===== config.mk =====
export PLATFORM = sky130hd
export DESIGN_NAME = addr_step_unit
export DESIGN_NICKNAME = d
export VERILOG_FILES = /design/src/rtl/addr_step_unit.sv
export SDC_FILE = /design/constraint.sdc
export NUM_CORES = 1
export LEC_CHECK = 0
export BUFFER_PORTS_ARGS = -buffer_cell sky130_fd_sc_hd__buf_2
export CAP_MARGIN = 20
export CELL_PAD_IN_SITES_DETAIL_PLACEMENT = 1
export CELL_PAD_IN_SITES_GLOBAL_PLACEMENT = 1
export CORE_UTILIZATION = 35
export DETAILED_ROUTE_END_ITERATION = 16
export PLACE_DENSITY_LB_ADDON = 0.1
export SLEW_MARGIN = 10
export SYNTH_ARGS = -nofsm -noshare
export SYNTH_HDL_FRONTEND = slang
export SYNTH_SLANG_ARGS = --single-unit

===== constraint.sdc =====
create_clock -name clk -period 5.15 [get_ports clk]
set_input_delay 0.2575 -clock clk [delete_from_list [all_inputs] [get_ports clk]]
set_output_delay 0.2575 -clock clk [all_outputs]
set_load 0.1 [all_outputs]

===== src/rtl/addr_step_unit.sv =====
module addr_step_unit #(
  parameter int DW = 8
) (
  input  logic              clk,
  input  logic              rst_n,
  input  logic              start,
  input  logic [1:0]        mode,
  input  logic              force_dummy,
  input  logic              take,
  input  logic [2*DW-1:0]   base,
  input  logic [DW-1:0]     index,
  input  logic [DW-1:0]     offset,
  output logic              dummy_valid,
  output logic [2*DW-1:0]   dummy_addr,
  output logic              done,
  output logic [2*DW-1:0]   final_addr,
  output logic [1:0]        dummy_count
);

  localparam int AW = 2 * DW;
  localparam logic [1:0] M_ABS = 2'd0;
  localparam logic [1:0] M_ZP  = 2'd1;
  localparam logic [1:0] M_BR  = 2'd2;
  localparam logic [1:0] M_PTR = 2'd3;

  typedef enum logic [1:0] {S_IDLE, S_D1, S_D2, S_FIN} st_t;

  st_t             st;
  logic [AW-1:0]   d1_q, d2_q, fin_q, base_q;
  logic [1:0]      cnt_q, mode_q;
  logic            need2_q;

  wire [AW-1:0] idx_sum = base + {{DW{1'b0}}, index};
  wire [AW-1:0] br_tgt  = base + {{DW{offset[DW-1]}}, offset};
  wire [DW-1:0] zp_lo   = base[DW-1:0] + index;
  wire [DW-1:0] ptr_lo  = base[DW-1:0] + DW'(1);

  logic          n1, n2;
  logic [AW-1:0] a1, a2, fin_n;

  always_comb begin
    n1 = 1'b0; n2 = 1'b0;
    a1 = '0; a2 = '0; fin_n = base;
    case (mode)
      M_ABS: begin
        a1    = {base[AW-1:DW], idx_sum[DW-1:0]};
        n1    = force_dummy | (idx_sum[AW-1:DW] != base[AW-1:DW]);
        fin_n = idx_sum;
      end
      M_ZP: begin
        a1    = {{DW{1'b0}}, base[DW-1:0]};
        n1    = 1'b1;
        fin_n = {{DW{1'b0}}, zp_lo};
      end
      M_BR: begin
        a1    = base;
        a2    = {base[AW-1:DW], br_tgt[DW-1:0]};
        n1    = take;
        n2    = take & (br_tgt[AW-1:DW] != base[AW-1:DW]);
        fin_n = take ? br_tgt : base;
      end
      default: fin_n = {base[AW-1:DW], ptr_lo};
    endcase
  end

  always_ff @(posedge clk or negedge rst_n) begin
    if (!rst_n) begin
      st      <= S_IDLE;
      d1_q    <= '0;
      d2_q    <= '0;
      fin_q   <= '0;
      base_q  <= '0;
      cnt_q   <= '0;
      mode_q  <= '0;
      need2_q <= 1'b0;
    end else begin
      case (st)
        S_IDLE: if (start) begin
          d1_q    <= a1;
          d2_q    <= a2;
          fin_q   <= fin_n;
          base_q  <= base;
          mode_q  <= mode;
          need2_q <= n2;
          cnt_q   <= {1'b0, n1} + {1'b0, n2};
          st      <= n1 ? S_D1 : S_FIN;
        end
        S_D1:    st <= need2_q ? S_D2 : S_FIN;
        S_D2:    st <= S_FIN;
        default: st <= S_IDLE;
      endcase
    end
  end

  assign dummy_valid = (st == S_D1) || (st == S_D2);
  assign dummy_addr  = (st == S_D2) ? d2_q : d1_q;
  assign done        = (st == S_FIN);
  assign final_addr  = fin_q;
  assign dummy_count = cnt_q;

  AST_DONE_PULSE: assert property (@(posedge clk) disable iff (!rst_n)
    done |=> !done);
  AST_NO_OVERLAP: assert property (@(posedge clk) disable iff (!rst_n)
    !(done && dummy_valid));
  AST_IDLE_REACTS: assert property (@(posedge clk) disable iff (!rst_n)
    (st == S_IDLE && start) |=> (dummy_valid || done));
  AST_ZP_PAGE: assert property (@(posedge clk) disable iff (!rst_n)
    (done && mode_q == M_ZP) |-> final_addr[AW-1:DW] == '0);
  AST_ABS_HALF: assert property (@(posedge clk) disable iff (!rst_n)
    (dummy_valid && mode_q == M_ABS) |-> dummy_addr[AW-1:DW] == base_q[AW-1:DW]);
  AST_PTR_HI: assert property (@(posedge clk) disable iff (!rst_n)
    (done && mode_q == M_PTR) |-> final_addr[AW-1:DW] == base_q[AW-1:DW]);
  AST_BUSY_HOLD: assert property (@(posedge clk) disable iff (!rst_n)
    dummy_valid |=> $stable(final_addr));

endmodule


==> run metrics, run 1 <==
die extent in x=114 µm; # DRC=0; run status=completed; worst path arrival time=3.35 ns; effective utilization at floorplan=36.2%; Detailed Place HPWL=10700 µm; sequential share of the synthesized area=30.1%; critical path depth in cells=12; power per cell area=614 nW/µm²; Critical Path Sink Type=flop; max-capacitance violation count=0; area growth from synthesis to layout=15.1%; Critical Path RT=5.36 ns; # fillers=1502; CTS H-tree lvls=2; Post-synth EDFFs=0; worst setup timing slack at the placement stage=1.72 ns; top-level port count=75; number of storage elements in the synthesis netlist=53; Clk Latency, worst-skew pair=0.29 ns; Post-Route Setup TNS=0 ns; Register-to-Register Path Depth=7; Max FO, Critical Path=24; proportion of register bits with asynchronous set or reset after synthesis=100%; leakage component of the power=2.38 nW; initial antenna violation count=0; top-area cell type share of the netlist area=30.1%; number of pins exceeding their max-slew limit in the final report=0; headroom to the max-slew limit=39.9%; share of post-route cells with drive strength above 1=20.1%; FF-to-FF End=final_addr[15]$_DFFE_PN0P_; Netlist Area Pre-Place=4410 µm²; number of core rows=40; number of global-route vias before repair=3963; post-layout min period=3.14 ns; number of clock sinks=53; Worst path top cell family by delay=compound AO/OA/AOI/OAI gates; Max Clk Rate=318 MHz; part of the power in the clock network=11.0%; buffer depth of the longest clock path=2; critical path startpoint category=input pin; vertical die dimension=114 µm; dominant register cell in the synthesized netlist=sky130_fd_sc_hd__dfrtp_1; total net switching power=1.88 mW; switching fraction of total power=60.2%; Initial DRC Count=258; end point of the critical path=final_addr[6]$_DFFE_PN0P_; cell repeated most along the worst path=sky130_fd_sc_hd__a21oi_1; first-pass GRT wire length=21800 µm; Slowest-stage cell, CP=sky130_fd_sc_hd__or3_1; I/O Buffers=74; worst setup skew after layout=0.00687 ns; Hold Violations, Final=0; PostCTS Resize Cnt=0; worst hold path class=input pin to async pin; maximum number of pins on one net before global-route repair=54; GRT Overall Usage=21.6%; core region area=12200 µm²; internal power component=1.24 mW; Reg power frac=22.4%; Clk pin slew, worst setup/hold paths=0.07 ns; worst path cell trace=buf_2 -> inv_1 -> or3_1 -> ha_1 -> fa_1 -> a21o_1 -> a21oi_1 -> o21ai_0 -> a21oi_1 -> xnor2_1 -> a21oi_1 -> a21oi_1; combinational share of power=66.6%; final clock period utilization by the worst path=61.0%; synthesized net count=588; total global routing overflow=0; DR vias=3988; hold buffers post-CTS=0; nets=647; reg2reg start=st[0]$_DFFE_PN0P_; Critical path buffers and inverters=2; Total Routed Length=13600 µm; clock buffers created by TritonCTS=5; TritonCTS clock tree=done; startpoint-to-endpoint class of the critical path=input pin to flop; post-synthesis instance total=511; setup bufs post-CTS=0; area used by multi-input combinational logic=2920 µm²; RSZ-0062 raised after global routing=no; Area contributors post-synth=sky130_fd_sc_hd__dfrtp_1 30%, sky130_fd_sc_hd__ha_1 9.9%, sky130_fd_sc_hd__nand2_1 5.7%, sky130_fd_sc_hd__mux2_2 4.6%, sky130_fd_sc_hd__xnor2_1 4.4%; slowest cell delay on critical path=0.49 ns; total area of sequential cells=1330 µm²; detailed-route vias per instance=5.40; Yosys cell types=56; final setup violation count=0; weighted congestion at the end of routability-driven global placement=0.819; buffer cell driving the clock tree root=sky130_fd_sc_hd__clkbuf_16; final setup margin=2.01 ns; average wire per cell in the routed design=18.4 µm; ant diodes=0; warnings from Yosys=0; post-route ant nets=0; worst vdd ir=0.270 mV; beginning of the critical path=mode[0]; average cell area after synthesis=8.63 µm²; transition at the pin with the smallest max-transition slack=0.901 ns; first drt pass iteration count=4; die footprint=13000 µm²; cell type with the highest aggregate area in the netlist=sky130_fd_sc_hd__dfrtp_1; setup slack of the most critical reg-to-reg path=2.86 ns
==> state kept, by name, indices dropped and copies added, names as in the netlist <==
name and flops:
final_addr 16, d2_q 16, st 2, d1_q 16, dummy_count 2, need2_q 1
==> Yosys cell counts, types with 2 or more instances <==
library cell	instances
sky130_fd_sc_hd__nand2_1	67
sky130_fd_sc_hd__dfrtp_1	53
sky130_fd_sc_hd__nor2_1	44
sky130_fd_sc_hd__o21ai_0	37
sky130_fd_sc_hd__ha_1	35
sky130_fd_sc_hd__a21oi_1	33
sky130_fd_sc_hd__clkbuf_1	23
sky130_fd_sc_hd__xnor2_1	22
sky130_fd_sc_hd__mux2_2	18
sky130_fd_sc_hd__inv_1	17
sky130_fd_sc_hd__a22o_1	15
sky130_fd_sc_hd__xor2_1	13
sky130_fd_sc_hd__nand3_1	12
sky130_fd_sc_hd__and3_1	10
sky130_fd_sc_hd__mux2i_1	9
sky130_fd_sc_hd__nor3_1	9
sky130_fd_sc_hd__o21a_1	8
sky130_fd_sc_hd__a21o_1	7
sky130_fd_sc_hd__nor2b_1	6
sky130_fd_sc_hd__o211ai_1	6
sky130_fd_sc_hd__a211oi_1	4
sky130_fd_sc_hd__nand3b_1	4
sky130_fd_sc_hd__o2111ai_1	4
sky130_fd_sc_hd__a211o_1	3
sky130_fd_sc_hd__a221oi_1	3
sky130_fd_sc_hd__a22oi_1	3
sky130_fd_sc_hd__a31oi_1	3
sky130_fd_sc_hd__fa_1	3
sky130_fd_sc_hd__o31ai_1	3
sky130_fd_sc_hd__or3_1	3
sky130_fd_sc_hd__a2bb2oi_1	2
sky130_fd_sc_hd__a311oi_2	2
sky130_fd_sc_hd__a32oi_1	2
sky130_fd_sc_hd__a41oi_1	2
sky130_fd_sc_hd__and2_1	2
sky130_fd_sc_hd__buf_1	2
sky130_fd_sc_hd__o21bai_1	2
sky130_fd_sc_hd__xnor3_1	2
==> through the flow <==
| step | power (mW) | instance area (µm²) | hold slack, ns | cells | util [%] |
|---|---|---|---|---|---|
| 2_1_floorplan | 2.42 | 4410 | -0.0381 | 511 | - |
| 3_3_place_gp | 2.76 | 4920 | 0.430 | 731 | 40.5 |
| 3_5_place_dp | 2.79 | 4920 | 0.431 | 731 | 40.5 |
| 4_1_cts | 3.14 | 5070 | 0.121 | 739 | 41.7 |
| 5_1_grt | 3.27 | 5070 | 0.145 | 739 | 41.7 |
| 6_report | 3.12 | 5070 | 0.0886 | 739 | 41.7 |
==> kinds of logic (layout without fill, tap and decap cells) <==
| kind of cell | count (synthesis) | count (layout) | share of synthesized area, % |
|---|---|---|---|
| AOI/OAI and AO/OA | 150 | 150 | 23.7 |
| xor gates and xnor gates | 37 | 37 | 7.98 |
| adders and majority gates | 38 | 38 | 11.3 |
| buffers and inverters | 43 | 103 | 3.69 |
| DFF | 53 | 53 | 30.1 |
| muxes | 27 | 27 | 6.64 |
| and+or+nand+nor | 163 | 163 | 16.6 |
==> cell usage in the layout, fill, tap and decap left out, drive strengths merged, types with 4 or more instances in the layout <==
master	n
nor2b	6
ha	35
nand3b	4
a21o	7
xnor2	22
a211oi	4
mux2	18
inv	17
dfrtp	53
nor2	45
a22o	15
xor2	13
nand2	67
nand3	12
o21ai	38
buf	78
mux2i	9
clkbuf	6
o21a	8
o2111ai	4
nor3	9
a21oi	34
and3	10
o211ai	6
==> per-layer routing <==
metal	GRT usage [%]	routed length (µm)
met5	0	0
met4	4.24	115
met3	2.49	402
met2	33.2	5940
met1	32.4	7130
==> how the worst min path moves through the flow <==
stage | depth (start not counted) | slack (ns) | to | startpoint
after global routing | 2 | 0.15 | d2_q[8]$_DFFE_PN0P_ | rst_n
final | 2 | 0.09 | d2_q[12]$_DFFE_PN0P_ | rst_n
after floorplan | 0 | -0.04 | d1_q[0]$_DFFE_PN0P_ | rst_n
after CTS | 2 | 0.12 | d1_q[8]$_DFFE_PN0P_ | rst_n
after global placement | 2 | 0.43 | d2_q[12]$_DFFE_PN0P_ | rst_n
after detailed placement | 2 | 0.43 | d2_q[12]$_DFFE_PN0P_ | rst_n
==> final cells by class <==
| cell class | count | share of cell area (%) |
|---|---|---|
| multi-input combinational | 415 | 57.6 |
| sequential | 53 | 26.1 |
| timing repair buffer | 78 | 7.89 |
| tap | 168 | 4.14 |
| clock buffer | 6 | 2.74 |
| inverter | 17 | 1.26 |
| clock inverter | 2 | 0.271 |
==> power groups by stage <==
stage	Clock, mW	Combinational [mW]	Sequential (mW)
finish	0.344	2.07	0.697
global placement	0	2.06	0.700
detailed placement	0	2.08	0.708
CTS	0.351	2.09	0.700
floorplan	0	1.25	1.17
global route	0.367	2.18	0.723
No activity file was read; power rests on OpenSTA's default activity.
==> inputs of run 2 (changes only) <==
==> constraint.sdc (replaced) <==
create_clock -name clk -period 2.5 [get_ports clk]
set_input_delay 0.125 -clock clk [delete_from_list [all_inputs] [get_ports clk]]
set_output_delay 0.125 -clock clk [all_outputs]
set_load 0.1 [all_outputs]
==> run 2 against run 1 <==
Critical path depth is 1 higher. Via count grew 8.2%. Global-route usage is 2.0 points higher. Worst hold slack improved by 0.065 ns. Routed wire length rose by 7.3%. Critical path type unchanged.
==> run metrics, run 2 (same netlist as run 1, synthesis figures left out) <==
Max Clk Rate=407 MHz; # DRC=0; # fillers=1482; final setup margin=0.0404 ns; die footprint=13000 µm²; most used cells in the layout excluding fill and tap cells=91 x sky130_fd_sc_hd__buf_4, 74 x sky130_fd_sc_hd__buf_2, 66 x sky130_fd_sc_hd__nand2_1, 53 x sky130_fd_sc_hd__dfrtp_1, 43 x sky130_fd_sc_hd__nor2_1; Clk Latency, worst-skew pair=0.28 ns; worst setup skew after layout=0.00732 ns; FF-to-FF End=d2_q[14]$_DFFE_PN0P_; core region area=12200 µm²; worst path arrival time=2.65 ns; post-layout min period=2.46 ns; beginning of the critical path=base[1]; ant diodes=0; end point of the critical path=dummy_count[0]$_DFFE_PN0P_; worst setup timing slack at the placement stage=-0.419 ns; worst vdd ir=0.548 mV; clock buffers created by TritonCTS=5; vertical die dimension=114 µm; TritonCTS clock tree=done; worst hold path class=input pin to flop; first drt pass iteration count=4; total area of sequential cells=1330 µm²; final setup violation count=0; Register-to-Register Path Depth=6; I/O Buffers=74; commonest non-fill, non-tap cell in the layout=sky130_fd_sc_hd__buf_4; area growth from synthesis to layout=32.0%; startpoint-to-endpoint class of the critical path=input pin to flop; leakage component of the power=2.83 nW; effective utilization at floorplan=36.2%; Hold Violations, Final=0; initial antenna violation count=0; number of global-route vias before repair=4625; Critical Path Sink Type=flop; reg2reg start=st[1]$_DFFE_PN0P_; nets=735; top-level port count=75; share of post-route cells with drive strength above 1=32.0%; DR vias=4316; Clk pin slew, worst setup/hold paths=0.07 ns; GRT Overall Usage=23.5%; utilization after layout=47.8%; CTS H-tree lvls=2; Post-Route Setup TNS=0 ns; final clock period utilization by the worst path=98.4%; buffer depth of the longest clock path=2; Initial DRC Count=182; number of core rows=40; power per cell area=1160 nW/µm²; die extent in x=114 µm; weighted congestion at the end of routability-driven global placement=0.837; Total Routed Length=14600 µm; number of clock sinks=53; headroom to the max-slew limit=62.4%; Critical Path RT=2.69 ns; RSZ-0062 raised after global routing=yes; buffer cell driving the clock tree root=sky130_fd_sc_hd__clkbuf_16; transition at the pin with the smallest max-transition slack=0.561 ns; first-pass GRT wire length=24100 µm; run status=completed; number of pins exceeding their max-slew limit in the final report=0; setup slack of the most critical reg-to-reg path=0.48 ns; Max FO, Critical Path=3; count of placed standard cells including taps=810; detailed-route vias per instance=5.22; maximum number of pins on one net before global-route repair=37; post-route ant nets=0; Detailed Place HPWL=11800 µm; Final Non-Filler Cells=827; critical path startpoint category=input pin; area used by multi-input combinational logic=2980 µm²; max-capacitance violation count=0; total global routing overflow=0; average wire per cell in the routed design=17.6 µm
-- run 2: how the worst min path moves through the flow --
stage	depth (start not counted)	end	start
global placement	1	d1_q[9]$_DFFE_PN0P_	rst_n
CTS	3	d1_q[15]$_DFFE_PN0P_	base[15]
global route	2	d2_q[15]$_DFFE_PN0P_	base[15]
finish	3	d1_q[15]$_DFFE_PN0P_	base[15]
floorplan	0	d1_q[0]$_DFFE_PN0P_	rst_n
detailed placement	1	d2_q[9]$_DFFE_PN0P_	rst_n
-- run 2: worst max-delay path, stage by stage --
cell                       delay (ns)
sky130_fd_sc_hd__buf_2           0.14
sky130_fd_sc_hd__ha_1            0.29
sky130_fd_sc_hd__a21oi_2         0.18
sky130_fd_sc_hd__nor2_2          0.08
sky130_fd_sc_hd__o21a_1          0.21
sky130_fd_sc_hd__a211o_1         0.32
sky130_fd_sc_hd__a311oi_2        0.30
sky130_fd_sc_hd__xor2_1          0.16
sky130_fd_sc_hd__nor4b_4         0.32
sky130_fd_sc_hd__a21oi_1         0.12
sky130_fd_sc_hd__ha_1            0.30
sky130_fd_sc_hd__nand2_1         0.06
sky130_fd_sc_hd__nand2_1         0.05
-- run 2: area by class of cell --
class	instances	area share [%]
clock buffers	7	2.45
clock inverters	1	0.516
inverters	17	1.10
multi-input cells	415	51.2
flip-flops and latches	53	22.8
well taps	168	3.61
repair buffers	166	18.3
-- run 2: per-layer routing --
| metal | GRT usage, % | wire length [µm] | vias to the layer above |
|---|---|---|---|
| met4 | 5.02 | 133 | 0 |
| met3 | 2.38 | 476 | 8 |
| met1 | 33.8 | 7200 | 2099 |
| met2 | 38.1 | 6760 | 77 |
| li1 | - | - | 2132 |
| met5 | 0 | 0 | - |
-- run 2: where the power goes --
part	internal [mW]	total, mW	switching [mW]
clock network	0.501	0.794	0.294
registers	1.23	1.45	0.218
logic	1.10	4.51	3.41
-- run 2: per-stage QoR --
step                      total power, mW  area, µm²  hold slack (ns)
after floorplan                      4.99       4420           -0.171
after global placement               5.85       5530           0.0873
after detailed placement             5.93       5530           0.0913
after CTS                            6.76       5750            0.147
after global routing                 7.10       5820            0.165
final                                6.75       5820            0.153
-- run 2: what timing repair did --
action / 4_1_cts / 5_1_grt
endpoints found under the setup margin: 2 / 6
hold buffers: 1 / 0
endpoints found under the hold margin: 17 / 0
buffers inserted: 4 / 4
cloned: 0 / 0
resized for setup: 2 / 12
pin swaps: 4 / 16
